--- src/rtl/sdWrStatusPkg.sv ---
package sdWrStatusPkg;

  localparam int CODE_BITS = 3;

  typedef enum logic [2:0] {
    ST_IDLE,
    ST_HUNT,
    ST_CODE,
    ST_ENDB,
    ST_BUSY
  } rxState_e;

  typedef enum logic [1:0] {
    WS_ACCEPT  = 2'd0,
    WS_CRCERR  = 2'd1,
    WS_WRFAIL  = 2'd2,
    WS_UNKNOWN = 2'd3
  } wrStatus_e;

  // strobes from control to datapath
  typedef struct packed {
    logic armClr;
    logic shiftCode;
    logic finDecode;
    logic finUnknown;
    logic finTimeout;
  } dpCtrl_t;

  function automatic wrStatus_e decodeOutcome(input logic [CODE_BITS-1:0] code);
    case (code)
      3'b010:  return WS_ACCEPT;
      3'b101:  return WS_CRCERR;
      3'b110:  return WS_WRFAIL;
      default: return WS_UNKNOWN;
    endcase
  endfunction

endpackage

--- src/rtl/sdWrStatusCtl.sv ---
module sdWrStatusCtl
  import sdWrStatusPkg::*;
#(
  parameter int WIN_BITS = 32,
  parameter int TMO_W    = 28
) (
  input  logic             clk,
  input  logic             rstN,
  input  logic             arm,
  input  logic             sdClkEn,
  input  logic             dat0,
  input  logic [TMO_W-1:0] timeoutLimit,
  output dpCtrl_t          ctrl,
  output logic             ready
);

  localparam int WIN_W = (WIN_BITS > 1) ? $clog2(WIN_BITS) : 1;
  localparam int BIT_W = $clog2(CODE_BITS);
  localparam logic [WIN_W-1:0] WIN_LAST = WIN_W'(WIN_BITS - 1);
  localparam logic [BIT_W-1:0] BIT_LAST = BIT_W'(CODE_BITS - 1);

  rxState_e         state, stNext;
  logic [WIN_W-1:0] winCnt, winNext;
  logic [BIT_W-1:0] bitCnt, bitNext;
  logic [TMO_W-1:0] tmoCnt;
  logic             tmoHit;

  assign ready  = (state == ST_IDLE);
  assign tmoHit = (state != ST_IDLE) && (tmoCnt == timeoutLimit);

  always_comb begin
    ctrl    = '0;
    stNext  = state;
    winNext = winCnt;
    bitNext = bitCnt;
    if (arm) begin
      ctrl.armClr = 1'b1;
      stNext      = ST_HUNT;
      winNext     = '0;
      bitNext     = '0;
    end else begin
      if (sdClkEn) begin
        case (state)
          ST_HUNT: begin
            if (!dat0) begin
              stNext  = ST_CODE;
              bitNext = '0;
            end else if (winCnt == WIN_LAST) begin
              ctrl.finUnknown = 1'b1;
            end else begin
              winNext = winCnt + WIN_W'(1);
            end
          end
          ST_CODE: begin
            ctrl.shiftCode = 1'b1;
            if (bitCnt == BIT_LAST) stNext = ST_ENDB;
            else bitNext = bitCnt + BIT_W'(1);
          end
          ST_ENDB: stNext = ST_BUSY;
          ST_BUSY: if (dat0) ctrl.finDecode = 1'b1;
          default: ;
        endcase
      end
      if (tmoHit && !ctrl.finUnknown && !ctrl.finDecode) ctrl.finTimeout = 1'b1;
      if (ctrl.finUnknown || ctrl.finDecode || ctrl.finTimeout) stNext = ST_IDLE;
    end
  end

  always_ff @(posedge clk) begin
    if (!rstN) begin
      state  <= ST_IDLE;
      winCnt <= '0;
      bitCnt <= '0;
      tmoCnt <= '0;
    end else begin
      state  <= stNext;
      winCnt <= winNext;
      bitCnt <= bitNext;
      if (arm) tmoCnt <= '0;
      else if (state != ST_IDLE) tmoCnt <= tmoCnt + TMO_W'(1);
    end
  end

endmodule

--- src/rtl/sdWrStatusDp.sv ---
module sdWrStatusDp
  import sdWrStatusPkg::*;
(
  input  logic       clk,
  input  logic       rstN,
  input  dpCtrl_t    ctrl,
  input  logic       dat0,
  output logic [1:0] status,
  output logic       done,
  output logic       abortXfer,
  output logic       timedOut
);

  logic [CODE_BITS-1:0] codeSr;
  wrStatus_e            outcome;

  assign outcome = decodeOutcome(codeSr);

  always_ff @(posedge clk) begin
    if (!rstN) begin
      codeSr    <= '0;
      status    <= WS_UNKNOWN;
      done      <= 1'b0;
      abortXfer <= 1'b0;
      timedOut  <= 1'b0;
    end else begin
      done      <= 1'b0;
      abortXfer <= 1'b0;
      if (ctrl.armClr) timedOut <= 1'b0;
      if (ctrl.shiftCode) codeSr <= {codeSr[CODE_BITS-2:0], dat0};
      if (ctrl.finDecode) begin
        status    <= outcome;
        done      <= 1'b1;
        abortXfer <= (outcome != WS_ACCEPT);
      end
      if (ctrl.finUnknown || ctrl.finTimeout) begin
        status    <= WS_UNKNOWN;
        done      <= 1'b1;
        abortXfer <= 1'b1;
      end
      if (ctrl.finTimeout) timedOut <= 1'b1;
    end
  end

endmodule

--- src/rtl/sdWrStatusRx.sv ---
module sdWrStatusRx
  import sdWrStatusPkg::*;
#(
  parameter int WIN_BITS = 32,
  parameter int TMO_W    = 28
) (
  input  logic             clk,
  input  logic             rstN,
  input  logic             arm,
  input  logic             sdClkEn,
  input  logic             dat0,
  input  logic [TMO_W-1:0] timeoutLimit,
  output logic             ready,
  output logic             done,
  output logic [1:0]       status,
  output logic             abortXfer,
  output logic             timedOut
);

  dpCtrl_t ctrl;

  sdWrStatusCtl #(.WIN_BITS(WIN_BITS), .TMO_W(TMO_W)) u_ctl (
    .clk(clk), .rstN(rstN), .arm(arm), .sdClkEn(sdClkEn), .dat0(dat0),
    .timeoutLimit(timeoutLimit), .ctrl(ctrl), .ready(ready)
  );

  sdWrStatusDp u_dp (
    .clk(clk), .rstN(rstN), .ctrl(ctrl), .dat0(dat0), .status(status),
    .done(done), .abortXfer(abortXfer), .timedOut(timedOut)
  );

endmodule

--- config.mk ---
export PLATFORM = sky130hd
export DESIGN_NAME = sdWrStatusRx
export DESIGN_NICKNAME = d
export VERILOG_FILES = /design/src/rtl/sdWrStatusPkg.sv /design/src/rtl/sdWrStatusCtl.sv /design/src/rtl/sdWrStatusDp.sv /design/src/rtl/sdWrStatusRx.sv
export SDC_FILE = /design/constraint.sdc
export NUM_CORES = 1
export LEC_CHECK = 0
export ABC_AREA = 1
export BUFFER_PORTS_ARGS = -buffer_cell sky130_fd_sc_hd__buf_2
export CORE_MARGIN = 4
export CORE_UTILIZATION = 45
export CTS_BUF_LIST = sky130_fd_sc_hd__clkbuf_8
export CTS_CLUSTER_DIAMETER = 60
export CTS_CLUSTER_SIZE = 30
export DETAILED_ROUTE_END_ITERATION = 7
export HOLD_SLACK_MARGIN = 0.03
export PLACE_DENSITY = 0.74
export SETUP_SLACK_MARGIN = 0.1
export SLEW_MARGIN = 20
export SYNTH_ARGS = -nofsm -noshare
export SYNTH_HDL_FRONTEND = slang
export SYNTH_SLANG_ARGS = --single-unit
--- constraint.sdc ---
create_clock -name clk -period 5.6 [get_ports clk]
set_clock_uncertainty 0.2 [all_clocks]
set_input_delay 0.56 -clock clk [delete_from_list [all_inputs] [get_ports clk]]
set_output_delay 0.56 -clock clk [all_outputs]
set_load 0.02 [all_outputs]
* Yosys cells after proc, flatten, opt, wreduce, memory -nomap -nowiden
Cells that the tools add are included.
Word-level totals: register bits after elaboration 46, input bits 33, output and inout bits 6
Cells by class: $add $sub $neg 3, eq/ne operators 15, multiplexer cells 28, bitwise logic cells 2, reduce and logical (&&, ||, !) cells 23
Operators by type and width (count):
- adder 28 x 1 -> 28 bit (second input constant) | 1
- equality test 28 bit | 1
- 2-to-1 mux 1 bit | 18
- AND reduction 4 bit | 4
- 2-to-1 mux 3 bit | 4
- equality test 3 x 2 -> 1 bit (second input constant) | 3
- equality test 3 bit (second input constant) | 3
- case mux 3 bit (3 select lines) | 1
- nonzero test 3 bit | 3
- case mux 2 bit (3 select lines) | 1
- nonzero test 2 bit | 3
- adder 5 x 1 -> 5 bit (second input constant) | 1
- equality test 5 bit (second input constant) | 1
- nonzero test 5 bit | 1
- 2-to-1 mux 2 bit | 2
- 2-to-1 mux 4 bit | 1
- inequality test 2 bit (second input constant) | 2
- inequality test 4 x 2 -> 1 bit (second input constant) | 1
- inequality test 4 x 3 -> 1 bit (second input constant) | 1
- case mux 2 bit (2 select lines) | 1
- OR reduction 2 bit | 2
- equality test 3 x 1 -> 1 bit (second input constant) | 1
- logical AND 1 bit | 3
- logical NOT 3 bit | 1
- 7 further kinds | 11

* Longest topological paths before layout
word-level depth 14, depth in mapped cells 13

* Hierarchy
A second synthesis with hierarchy kept.
Second synthesis, totals: cell total of the unflattened synthesis 459, area total of the unflattened synthesis 2931.6 um^2
By module, submodules not included:
- sdWrStatusCtl | times used 1, cells each 423, area each 2633.8 um^2, seq. area each 760.7 um^2
- sdWrStatusDp | times used 1, cells each 36, area each 297.8 um^2, seq. area each 160.2 um^2

* Least setup slack after synthesis
Ideal clock, no wire load.
path type reg2out, from register u_ctl.state[0], to output ready, arrival 1065 ps, data required time 4840 ps, slack 3775 ps, cell stages (with the launch flop) 5, buffers on the path 1, path through dfxtp_1 -> nor2_2 -> nand2_4 -> inv_4 -> clkbuf_1
Between the ends: word-level cells in the longest chain between the ends 1
Ends and longest elaborated chain:
- from (decl) | line sdWrStatusCtl.sv:22 | rxState_e state, stNext;
- from (signal assigned) | line sdWrStatusCtl.sv:76 | state <= stNext;
- logical NOT 3 bit | line sdWrStatusCtl.sv:28 | assign ready = (state == ST_IDLE);
- to (decl) | line sdWrStatusRx.sv:13 | output logic ready,
Every way passes these cells.

* Final worst setup path
from input rstN, to register u_ctl.tmoCnt[16]
Between the ends: word-level cells in the longest chain between the ends 2
Ends and longest elaborated chain:
- from (decl) | line sdWrStatusRx.sv:8 | input logic rstN,
- NOT 1 bit (no source line)
- OR reduction 2 bit (no source line)
- to (signal assigned) | line sdWrStatusCtl.sv:80 | else if (state != ST_IDLE) tmoCnt <= tmoCnt + TMO_W'(1);
- to (decl) | line sdWrStatusCtl.sv:25 | logic [TMO_W-1:0] tmoCnt;
Every way passes these cells. A chain may end at the register's enable or synchronous reset.

==> results.cfg <==
[setup_path]
reg2reg_from = u_ctl.tmoCnt[1]
endpoint_kind = flop
critPathKind = in -> reg
cpMaxStageDelayCell = inv_1
reg2reg_depth = 8
r2r-end = u_ctl.tmoCnt[24]
start_kind = primary input
crit_chain = buf_2 > inv_1 > nor2_2 > inv_1 > a21oi_1 > o21a_1
r2r_setup_slack_ns = 3.59
cp_data_required_time_ns = 5.66
cp_data_arrival_time_ns = 2.25
cp_max_fo = 21
max_stage_delay_ns = 0.56
crit_top_cell = inv_1

[global_routing]
grt_first_pass_wirelength_mm = 12.8
grt_pass1_vias = 2859
grt_max_degree = 22
grt_use_total_pct = 18.6
grt_overflow = 0
antenna_found_initial = 0

[yosys]
synth.cell_area_mm2 = 0.00322
synth_ff_type = dfxtp_1
syn_inst = 522
synth_area_per_cell_um2 = 6.17
yosysWarnings = 0
yosysMostFrequentCell = nand2_1
ys_seq_elements = 46
ys_top_cells_by_area = dfxtp_1, nand2_1, inv_1, nor2_1, a21oi_1
synth_largest_area_cell = dfxtp_1
seq_area_frac_synth_pct = 28.6
synth-edff-count = 0
synth_cell_types = 39
synth_commonest_cells = nand2_1, inv_1, nor2_1
syn-num-nets = 559
synth_top_cell_area_share_pct = 28.6
synthArstFlopShare_pct = 0

[placed_design]
place_congestion = 0.873
dpl_cell_area_mm2 = 0.00348
placed_cells = 648
hpwl_mm = 6.19
io_buffer_count = 38

[power]
max-vdd-ir-drop_mv = 0.0899
power.density_mw_per_mm2 = 198
p_leak_nw = 1.62
report.power.total_mw = 0.720

[routing]
finalWirelength_mm = 7.84
wl_met2_mm = 3.40
vias_per_cell = 4.91
wl_per_cell_um = 12.0
vias = 3218
antenna_left = 0
dr_wl_met3_um = 584
first_iter_violations = 217
drcViolationCount = 0
drt_pass1_iterations = 5
met1_length_mm = 3.64
top_layer = met4

[clocking]
h-tree-depth = 2
cts_tree = built
numClockSinks = 46
cts_buffers = 5
clk_pin_slew_ns = 0.09
clock_latency_ns = 0.31
cts-root-buf = clkbuf_8
postCtsSetupRepairBufs = 0
cts_resized = 0
cts_hold_buffers = 0
clockBufferDepth = 2

[floorplanning]
core_mm2 = 0.00687
die_y_um = 92.6
io_pins = 39
row_count = 30
die_area_mm2 = 0.00858
initial_core_util_pct = 46.9
dieWidth_um = 92.6

[finish]
layout-drive-gt1-share_pct = 12.7
fin_cells = 656
fill_cells = 671
layout.nets = 596
antenna_cells = 0
fin_util_pct = 52.8
fin_area_mm2 = 0.00363
area_growth_pct = 12.6

[timing]
rsz0062_at_grt = no
max_freq_mhz = 456
setup_tns_ns = 0
period_needed_ns = 2.19
finalSetupViolations = 0
tightest_slew_ns = 0.781
min_period_over_period_pct = 39.1
relSlewSlack_pct = 47.8
hold_violations = 0
drv_slew = 0

[run_status]
status = finished, final reports clean

[worst_hold_path]
hold_class = reg -> reg
min_to = u_dp.timedOut
worstHoldPathCells = 2
min-delay-start = u_dp.timedOut

[flow_run]
max-cap-violations = 0
## flip-flops by register name, summed over array words and instances (netlist names)
register and cells:
u_ctl.bitCnt 2, u_ctl.state 3, u_ctl.tmoCnt 28, u_ctl.winCnt 5
u_dp.abortXfer 1, u_dp.codeSr 3, u_dp.done 1, u_dp.status 2
u_dp.timedOut 1
## metal layers
layer,up-vias,global-route usage (%)
met4,0,7.20
met1,1388,25.4
met5,-,0
met2,122,28.5
met3,19,4.31
li1,1689,-
## stage by stage
| stage | hold WS (ns) | worst slack (ns) |
|---|---|---|
| 2_1_floorplan | 0.244 | 3.77 |
| 3_3_place_gp | 0.255 | 2.71 |
| 3_5_place_dp | 0.263 | 2.62 |
| 4_1_cts | 0.277 | 2.96 |
| 5_1_grt | 0.297 | 3.23 |
| 6_report | 0.281 | 3.41 |
## critical path: cells and delay by family
kind | cells | cell delay (ns)
AOI/OAI and AO/OA | 2 | 0.40
and+or+nand+nor | 1 | 0.52
buffers and inverters | 3 | 0.77
## cells in the final DEF (no fill, tap or decap), drive strengths merged
cell / n
a211oi: 1
a21oi: 34
and2: 1
buf: 38
bufinv: 2
clkbuf: 6
clkinv: 1
dfxtp: 46
ha: 4
inv: 89
nand2: 171
nand3: 19
nand3b: 6
nand4: 10
nor2: 64
nor3: 19
nor3b: 4
nor4: 2
o21a: 1
o21ai: 22
o311a: 1
o31ai: 1
or2: 1
xnor2: 7
xor2: 10
## report_power, final
| part | switching [mW] | internal [mW] | leakage [nW] |
|---|---|---|---|
| logic | 0.0504 | 0.0271 | 1.18 |
| registers | 0.00300 | 0.330 | 0.371 |
| clock network | 0.119 | 0.190 | 0.0714 |
| total | 0.172 | 0.547 | 1.62 |
## worst max path at each step
stage              startpoint          endpoint  slack (ns)  cells past startpoint
4_1_cts                  rstN  u_ctl.tmoCnt[16]        2.96                      6
3_3_place_gp             rstN  u_ctl.tmoCnt[16]        2.71                      6
6_report                 rstN  u_ctl.tmoCnt[16]        3.41                      6
2_1_floorplan  u_ctl.state[0]             ready        3.77                      4
5_1_grt                  rstN  u_ctl.tmoCnt[16]        3.23                      6
3_5_place_dp             rstN  u_ctl.tmoCnt[16]        2.62                      6
## cell type report
type,instances,area (um^2),area share (%)
multi-input combinational,378,1920,52.8
timing repair buffer,38,190,5.24
clock buffer,6,82.6,2.28
clock inverter,2,60.1,1.65
sequential,46,921,25.4
inverter,90,340,9.38
tap,96,120,3.31
## cells by family (layout without fill, tap and decap cells)
logic type	after synthesis	after routing	share of synthesized area (%)
AOI/OAI and AO/OA	60	60	9.74
buffers and inverters	98	136	12.1
xor gates and xnor gates	17	17	4.62
DFF	46	46	28.6
and+or+nand+nor	297	297	43.4
adders and majority gates	4	4	1.55
Note: power is estimated with default switching activity, not from simulation.
